<file path="src/rtl/vc_pkg.sv">
package vc_pkg;

  // Control phases of the victim buffer.
  typedef enum logic [1:0] {
    VC_IDLE      = 2'd0,
    VC_HIT_WAIT  = 2'd1,
    VC_MISS_WAIT = 2'd2,
    VC_RESP      = 2'd3
  } vc_state_e;

endpackage

</file>
<file path="src/rtl/vc_match.sv">
module vc_match #(
  parameter int ENTRIES = 4,
  parameter int AW      = 28,
  localparam int IW     = $clog2(ENTRIES)
) (
  input  logic                        clk,
  input  logic                        rst_n,
  input  logic [ENTRIES-1:0]          ent_valid,
  input  logic [ENTRIES-1:0][AW-1:0]  ent_addr,
  input  logic [AW-1:0]               key,
  output logic                        hit,
  output logic [IW-1:0]               hit_idx
);

  logic [ENTRIES-1:0] match_vec;

  // One full-width comparator per entry.
  for (genvar g = 0; g < ENTRIES; g++) begin : g_cmp
    assign match_vec[g] = ent_valid[g] && (ent_addr[g] == key);
  end

  always_comb begin
    hit_idx = '0;
    for (int i = ENTRIES - 1; i >= 0; i--) begin
      if (match_vec[i]) hit_idx = IW'(i);
    end
  end

  assign hit = |match_vec;

  // The store never holds one address twice.
  AST_SINGLE_MATCH: assert property (@(posedge clk) disable iff (!rst_n)
    $onehot0(match_vec)) else $error("duplicate address match");

endmodule

</file>
<file path="src/rtl/vc_age.sv">
module vc_age #(
  parameter int ENTRIES = 4,
  localparam int IW     = $clog2(ENTRIES)
) (
  input  logic                clk,
  input  logic                rst_n,
  input  logic                touch,
  input  logic [IW-1:0]       touch_idx,
  input  logic [ENTRIES-1:0]  ent_valid,
  output logic [IW-1:0]       vict_idx,
  output logic                vict_free
);

  localparam logic [IW-1:0] AGE_MAX = IW'(ENTRIES - 1);

  logic [ENTRIES-1:0][IW-1:0] age_q, age_d;
  logic [ENTRIES-1:0]         oldest_vec;
  logic [IW-1:0]              oldest_idx;
  logic [IW-1:0]              free_idx;

  // Ages form a permutation; a touched slot becomes age 0 and the
  // slots that were younger than it move one step older.
  always_comb begin
    age_d = age_q;
    for (int i = 0; i < ENTRIES; i++) begin
      if (IW'(i) == touch_idx) begin
        age_d[i] = '0;
      end else if (age_q[i] < age_q[touch_idx]) begin
        age_d[i] = age_q[i] + 1'b1;
      end
    end
  end

  always_ff @(posedge clk or negedge rst_n) begin
    if (!rst_n) begin
      for (int i = 0; i < ENTRIES; i++) age_q[i] <= IW'(ENTRIES - 1 - i);
    end else if (touch) begin
      age_q <= age_d;
    end
  end

  for (genvar g = 0; g < ENTRIES; g++) begin : g_old
    assign oldest_vec[g] = (age_q[g] == AGE_MAX);
  end

  always_comb begin
    oldest_idx = '0;
    free_idx   = '0;
    for (int i = ENTRIES - 1; i >= 0; i--) begin
      if (oldest_vec[i]) oldest_idx = IW'(i);
      if (!ent_valid[i]) free_idx   = IW'(i);
    end
  end

  assign vict_free = ~&ent_valid;
  assign vict_idx  = vict_free ? free_idx : oldest_idx;

  AST_ONE_OLDEST: assert property (@(posedge clk) disable iff (!rst_n)
    $countones(oldest_vec) == 1) else $error("age order broken");

  AST_TOUCH_YOUNGEST: assert property (@(posedge clk) disable iff (!rst_n)
    touch |=> (age_q[$past(touch_idx)] == '0)) else $error("touched slot not youngest");

endmodule

</file>
<file path="src/rtl/vc_store.sv">
module vc_store #(
  parameter int ENTRIES = 4,
  parameter int AW      = 28,
  parameter int LW      = 64,
  localparam int IW     = $clog2(ENTRIES)
) (
  input  logic                        clk,
  input  logic                        rst_n,
  input  logic                        wr_en,
  input  logic [IW-1:0]               wr_idx,
  input  logic [AW-1:0]               wr_addr,
  input  logic [LW-1:0]               wr_data,
  input  logic                        wr_dirty,
  input  logic                        clr_en,
  input  logic [IW-1:0]               clr_idx,
  output logic [ENTRIES-1:0]          ent_valid,
  output logic [ENTRIES-1:0][AW-1:0]  ent_addr,
  output logic [ENTRIES-1:0][LW-1:0]  ent_data,
  output logic [ENTRIES-1:0]          ent_dirty
);

  for (genvar g = 0; g < ENTRIES; g++) begin : g_ent
    logic sel_wr, sel_clr;
    assign sel_wr  = wr_en  && (wr_idx  == IW'(g));
    assign sel_clr = clr_en && (clr_idx == IW'(g));

    always_ff @(posedge clk or negedge rst_n) begin
      if (!rst_n) begin
        ent_valid[g] <= 1'b0;
      end else if (sel_wr) begin
        ent_valid[g] <= 1'b1;
      end else if (sel_clr) begin
        ent_valid[g] <= 1'b0;
      end
    end

    // Payload carries no reset; the valid bit qualifies it.
    always_ff @(posedge clk) begin
      if (sel_wr) begin
        ent_addr[g]  <= wr_addr;
        ent_data[g]  <= wr_data;
        ent_dirty[g] <= wr_dirty;
      end
    end
  end

  AST_WR_CLR_EXCL: assert property (@(posedge clk) disable iff (!rst_n)
    !(wr_en && clr_en)) else $error("write and clear together");

  AST_CLR_EMPTIES: assert property (@(posedge clk) disable iff (!rst_n)
    clr_en |=> !ent_valid[$past(clr_idx)]) else $error("cleared slot still valid");

endmodule

</file>
<file path="src/rtl/victim_buffer.sv">
module victim_buffer #(
  parameter int ENTRIES = 4,
  parameter int WORDS   = 2,
  parameter int DATA_W  = 32,
  parameter int LINE_AW = 28,
  parameter int HIT_LAT = 4,
  localparam int LW     = WORDS * DATA_W,
  localparam int IW     = $clog2(ENTRIES),
  localparam int CW     = $clog2(HIT_LAT)
) (
  input  logic               clk,
  input  logic               rst_n,
  input  logic               lk_valid,
  output logic               lk_ready,
  input  logic [LINE_AW-1:0] lk_addr,
  input  logic               ev_valid,
  input  logic [LINE_AW-1:0] ev_addr,
  input  logic               ev_dirty,
  input  logic [LW-1:0]      ev_data,
  output logic               rsp_valid,
  output logic               rsp_hit,
  output logic               rsp_dirty,
  output logic [LW-1:0]      rsp_data,
  output logic               mem_rd_req,
  output logic [LINE_AW-1:0] mem_rd_addr,
  input  logic               mem_rd_valid,
  input  logic [LW-1:0]      mem_rd_data,
  output logic               wb_valid,
  output logic [LINE_AW-1:0] wb_addr,
  output logic [LW-1:0]      wb_data
);

  import vc_pkg::*;

  // Store view
  logic [ENTRIES-1:0]              ent_valid;
  logic [ENTRIES-1:0][LINE_AW-1:0] ent_addr;
  logic [ENTRIES-1:0][LW-1:0]      ent_data;
  logic [ENTRIES-1:0]              ent_dirty;

  logic            hit;
  logic [IW-1:0]   hit_idx;
  logic [IW-1:0]   vict_idx;
  logic            vict_free;

  // Store and age controls
  logic            st_wr_en, st_clr_en, touch;
  logic [IW-1:0]   st_wr_idx, st_clr_idx, touch_idx;

  // Control state
  vc_state_e       state_q, state_d;
  logic [CW-1:0]   cnt_q, cnt_d;
  logic            accept;

  // Response, request and write-back registers
  logic               rsp_ld;
  logic [LW-1:0]      rsp_line_q, rsp_line_d;
  logic               rsp_dirty_q, rsp_dirty_d;
  logic               rsp_hit_q, rsp_hit_d;
  logic               mreq_q, mreq_d;
  logic [LINE_AW-1:0] maddr_q;
  logic               wb_q, wb_d, wb_ld;
  logic [LINE_AW-1:0] wb_addr_q;
  logic [LW-1:0]      wb_data_q;

  vc_store #(.ENTRIES(ENTRIES), .AW(LINE_AW), .LW(LW)) u_store (
    .clk       (clk),
    .rst_n     (rst_n),
    .wr_en     (st_wr_en),
    .wr_idx    (st_wr_idx),
    .wr_addr   (ev_addr),
    .wr_data   (ev_data),
    .wr_dirty  (ev_dirty),
    .clr_en    (st_clr_en),
    .clr_idx   (st_clr_idx),
    .ent_valid (ent_valid),
    .ent_addr  (ent_addr),
    .ent_data  (ent_data),
    .ent_dirty (ent_dirty)
  );

  vc_match #(.ENTRIES(ENTRIES), .AW(LINE_AW)) u_match (
    .clk       (clk),
    .rst_n     (rst_n),
    .ent_valid (ent_valid),
    .ent_addr  (ent_addr),
    .key       (lk_addr),
    .hit       (hit),
    .hit_idx   (hit_idx)
  );

  vc_age #(.ENTRIES(ENTRIES)) u_age (
    .clk       (clk),
    .rst_n     (rst_n),
    .touch     (touch),
    .touch_idx (touch_idx),
    .ent_valid (ent_valid),
    .vict_idx  (vict_idx),
    .vict_free (vict_free)
  );

  assign accept = lk_valid && (state_q == VC_IDLE);

  // Next-state process
  always_comb begin
    state_d     = state_q;
    cnt_d       = cnt_q;
    rsp_ld      = 1'b0;
    rsp_line_d  = rsp_line_q;
    rsp_dirty_d = rsp_dirty_q;
    rsp_hit_d   = rsp_hit_q;
    mreq_d      = 1'b0;
    wb_d        = 1'b0;
    wb_ld       = 1'b0;
    st_wr_en    = 1'b0;
    st_wr_idx   = '0;
    st_clr_en   = 1'b0;
    st_clr_idx  = '0;
    touch       = 1'b0;
    touch_idx   = '0;

    unique case (state_q)
      VC_IDLE: begin
        if (accept) begin
          if (hit) begin
            // Swap: hand out the hit line, refill its slot with the eviction.
            state_d     = VC_HIT_WAIT;
            cnt_d       = CW'(HIT_LAT - 2);
            rsp_ld      = 1'b1;
            rsp_line_d  = ent_data[hit_idx];
            rsp_dirty_d = ent_dirty[hit_idx];
            rsp_hit_d   = 1'b1;
            st_wr_en    = ev_valid;
            st_wr_idx   = hit_idx;
            st_clr_en   = !ev_valid;
            st_clr_idx  = hit_idx;
            touch       = ev_valid;
            touch_idx   = hit_idx;
          end else begin
            state_d   = VC_MISS_WAIT;
            mreq_d    = 1'b1;
            st_wr_en  = ev_valid;
            st_wr_idx = vict_idx;
            touch     = ev_valid;
            touch_idx = vict_idx;
            wb_ld     = ev_valid && !vict_free;
            wb_d      = ev_valid && !vict_free && ent_dirty[vict_idx];
          end
        end
      end
      VC_HIT_WAIT: begin
        if (cnt_q == '0) state_d = VC_RESP;
        else             cnt_d   = cnt_q - 1'b1;
      end
      VC_MISS_WAIT: begin
        if (mem_rd_valid) begin
          state_d     = VC_RESP;
          rsp_ld      = 1'b1;
          rsp_line_d  = mem_rd_data;
          rsp_dirty_d = 1'b0;
          rsp_hit_d   = 1'b0;
        end
      end
      VC_RESP: state_d = VC_IDLE;
      default: state_d = VC_IDLE;
    endcase
  end

  // Control registers
  always_ff @(posedge clk or negedge rst_n) begin
    if (!rst_n) begin
      state_q <= VC_IDLE;
      cnt_q   <= '0;
      mreq_q  <= 1'b0;
      wb_q    <= 1'b0;
    end else begin
      state_q <= state_d;
      cnt_q   <= cnt_d;
      mreq_q  <= mreq_d;
      wb_q    <= wb_d;
    end
  end

  // Data registers, enabled explicitly
  always_ff @(posedge clk) begin
    if (rsp_ld) begin
      rsp_line_q  <= rsp_line_d;
      rsp_dirty_q <= rsp_dirty_d;
      rsp_hit_q   <= rsp_hit_d;
    end
    if (accept) begin
      maddr_q <= lk_addr;
    end
    if (wb_ld) begin
      wb_addr_q <= ent_addr[vict_idx];
      wb_data_q <= ent_data[vict_idx];
    end
  end

  assign lk_ready    = (state_q == VC_IDLE);
  assign rsp_valid   = (state_q == VC_RESP);
  assign rsp_hit     = rsp_hit_q;
  assign rsp_dirty   = rsp_dirty_q;
  assign rsp_data    = rsp_line_q;
  assign mem_rd_req  = mreq_q;
  assign mem_rd_addr = maddr_q;
  assign wb_valid    = wb_q;
  assign wb_addr     = wb_addr_q;
  assign wb_data     = wb_data_q;

  AST_REQ_ONE_SHOT: assert property (@(posedge clk) disable iff (!rst_n)
    mem_rd_req |=> !mem_rd_req) else $error("read request longer than one cycle");

  AST_HIT_QUIET: assert property (@(posedge clk) disable iff (!rst_n)
    (state_q == VC_HIT_WAIT) |-> (!mem_rd_req && !wb_valid)) else $error("hit touched memory");

  AST_WB_ON_MISS: assert property (@(posedge clk) disable iff (!rst_n)
    wb_valid |-> mem_rd_req) else $error("write-back outside a miss");

  AST_RSP_BUSY: assert property (@(posedge clk) disable iff (!rst_n)
    rsp_valid |-> !lk_ready) else $error("response while ready");

  AST_RSP_RELEASE: assert property (@(posedge clk) disable iff (!rst_n)
    rsp_valid |=> (lk_ready && !rsp_valid)) else $error("not idle after response");

endmodule

</file>
<file path="config.mk">
export PLATFORM = sky130hd
export DESIGN_NAME = victim_buffer
export DESIGN_NICKNAME = d
export VERILOG_FILES = /design/src/rtl/vc_pkg.sv /design/src/rtl/vc_match.sv /design/src/rtl/vc_age.sv /design/src/rtl/vc_store.sv /design/src/rtl/victim_buffer.sv
export SDC_FILE = /design/constraint.sdc
export NUM_CORES = 1
export LEC_CHECK = 0
export BUFFER_PORTS_ARGS = -buffer_cell sky130_fd_sc_hd__buf_2
export CORE_MARGIN = 1.5
export CORE_UTILIZATION = 61
export DETAILED_ROUTE_END_ITERATION = 6
export HOLD_SLACK_MARGIN = 0.03
export PLACE_DENSITY = 0.95
export SETUP_SLACK_MARGIN = 0.15
export SLEW_MARGIN = 20
export SYNTH_ARGS = -nofsm -noshare
export SYNTH_HDL_FRONTEND = slang
export SYNTH_SLANG_ARGS = --single-unit
</file>
<file path="constraint.sdc">
create_clock -name clk -period 32.7 [get_ports clk]
set_clock_uncertainty 0.15 [all_clocks]
set_input_delay 3.27 -clock clk [delete_from_list [all_inputs] [get_ports clk]]
set_output_delay 3.27 -clock clk [all_outputs]
set_load 0.01 [all_outputs]
</file>
==> qor.yml <==
place_worst_setup_slack_ns: 24.64
clkSlewWorstSetupHoldPaths_ns: 0.06
track_usage: 0.316
drcViolationCount: 0
gp_congestion: 0.946
p_int_mw: 1.49
hold_path_class: "reg -> reg"
grt_pass1_wl_um: 96100
clk_path_buf_depth: 3
cap_violations: 0
tns_ns: 0
max-vdd-ir-drop_v: 0.0000671
cts_hold_buffers: 0
syn_to_final_growth_pct: 17.1
synthArstFlopShare: 0.0313
num_vias: 15500
synth_nets: 1682
period_minus_slack_ns: 7.56
cts_tree: "built"
leakagePower_nw: 9.75
seqPwrFrac: 0.462
final_common_cell: "edfxtp_1"
fmax_mhz: 132
final_cell_mix: "edfxtp_1 (558), buf_2 (379), nand2_1 (160), o21ai_0 (132), mux4_2 (94)"
dp_hpwl_um: 41900
swShare: 0.292
routedWlPerCell_um: 26.9
max-slew-margin-rel: 0.227
avgSynthCellArea_um2: 16.6
viasPerCell: 6.36
cp_data_arrival_time_ns: 7.73
path_cells: "buf_2 -> xnor2_1 -> nand4_1 -> or4_1 -> nor4_4 -> nor2_1 -> nor2_4 -> buf_4 -> buf_4 -> mux2_2 -> o21ai_0 -> o21ai_0"
cp.required_ns: 32.88
insertion_delay_ns: 0.63
ctsResizeCount: 0
drv_slew: 0
startpoint_type: "input port"
clockRootBuffer: "clkbuf_16"
post_cts_buffers: 0
crit_path_end_kind: "flip-flop"
rows: 73
switching_power_uw: 614
rsz0062_at_grt: "no"
finalSetupViolCount: 0
synth_edf_count: 558
antenna_found_initial: 21
cts.sinks: 576
wl_um: 65800
ys_ff_latch: 576
finalHoldViolCount: 0
worst_slew_pin_slew_ns: 1.16
initialDrtViolationCount: 1698
dieArea_um2: 41600
synth_cell_types: 57
syn_inst: 1483
ys.flop_type: "edfxtp_1"
crit_type: "in -> reg"
grt_max_degree: 92
cts-buffers-inserted: 55
grt_overflow: 0
outcome: "complete, no violations"
finalNetCount: 2059
power-per-cell-area_nw_per_um2: 72.8
drive_gt1_frac: 0.354
num_io_pins: 380
dpl.cell_count: 2328
grt_pass1_vias: 15700
clkPwrFrac: 0.295
yosysWarnings: 0
initial_core_util: 0.619
cts_max_level: 2
first_pass_iters: 6
period_share: 0.231
nFillCells: 2347
die_w_um: 204
finalWorstSetupSlack_ns: 25.14
crit_slowest_cell: "buf_4"
p_comb_frac: 0.244
yosysSeqAreaShare: 0.698
core-area_um2: 39800
worst-path-max-fanout: 71
port_buffers: 379
syn-cell-area_um2: 24700
ant_nets: 0
max_stage_delay_ns: 1.01
dieHeight_um: 204
stdcell_count: 2445
-- logic make-up after synthesis --
family | count (synthesis) | share of synthesized area
adders and majority gates | 9 | 0.00457
xor gates and xnor gates | 113 | 0.0404
DFF | 576 | 0.698
and+or+nand+nor | 284 | 0.0561
buffers and inverters | 96 | 0.0169
muxes | 226 | 0.143
AOI/OAI and AO/OA | 179 | 0.0413
-- worst paths after layout --
kind	start	endpoint	slack, ns	depth (start not counted)
max	lk_addr[23]	rsp_data[19]	25.14	12
min	u_age.age_q[1]	u_age.age_q[1]	0.41	2
max reg2reg	u_store.ent_addr[79]	rsp_data[19]	27.55	11
min reg2reg	u_age.age_q[1]	u_age.age_q[1]	0.41	2
max in group asynchronous	rst_n	u_age.age_q[4]	29.59	1
min in group asynchronous	rst_n	u_age.age_q[2]	2.44	1
-- sequential cells by signal (all words and copies together), names as in the netlist --
register	cells
cnt_q	2
mem_rd_addr	28
mem_rd_req	1
rsp_data	64
rsp_dirty	1
rsp_hit	1
state_q	2
u_age.age_q	8
u_store.ent_addr	112
u_store.ent_data	256
u_store.ent_dirty	4
u_store.ent_valid	4
wb_addr	28
wb_data	64
wb_valid	1
-- critical path: cells and delay by family --
family	cells	cell delay, ns
simple gates	5	1.19
compound gates	2	0.39
mux	1	0.41
buf+inv	3	1.92
xor+xnor	1	0.48
-- cell usage after synthesis, types with 16 or more instances --
library cell    n  area (um^2)
clkbuf_1       43          161
edfxtp_1      558        16800
inv_1          19         71.3
mux2_2         65          732
mux2i_1        67          671
mux4_2         94         2120
nand2_1       160          601
nand4_1        33          206
nor4_1         16          100
o21ai_0       132          661
xnor2_1        80          701
xor2_1         32          280
-- cell type report --
cell class                      instances  area, um^2  share of cell area
Sequential cell                       576       17200               0.596
Multi-Input combinational cell        811        7100               0.246
Timing Repair Buffer                  397        2050              0.0710
Clock inverter                         41         347              0.0120
Antenna cell                           16        40.0             0.00139
Tap cell                              525         657              0.0227
Clock buffer                           60        1400              0.0483
Inverter                               19        81.3             0.00282
-- routing by layer --
layer / GRT usage / vias to the layer above / part of all wire / wire length (um)
met4: 0.155 / 10 / 0.048 / 3130
met2: 0.516 / 1016 / 0.49 / 32500
met3: 0.0756 / 206 / 0.097 / 6380
met5: 0 / - / 0.0010 / 68
met1: 0.401 / 7745 / 0.36 / 23700
li1: - / 6565 / - / -
-- power groups by stage --
| stage | Clock [mW] | Combinational (mW) | Sequential, mW |
|---|---|---|---|
| floorplan | 0 | 0.300 | 1.01 |
| global placement | 0 | 0.491 | 0.979 |
| detailed placement | 0 | 0.506 | 0.984 |
| CTS | 0.623 | 0.512 | 0.971 |
| global route | 0.653 | 0.546 | 0.977 |
| finish | 0.620 | 0.513 | 0.971 |
-- metrics by stage --
step | hold WS, ns | cell area (um^2) | util | total power, mW
after floorplan | 0.349 | 24700 | - | 1.31
after global placement | 0.380 | 27100 | 0.680 | 1.47
after detailed placement | 0.394 | 27100 | 0.681 | 1.49
after CTS | 0.406 | 28800 | 0.724 | 2.11
after global routing | 0.433 | 28900 | 0.725 | 2.18
final | 0.412 | 28900 | 0.725 | 2.10
Note: power is estimated with default switching activity, not from simulation.
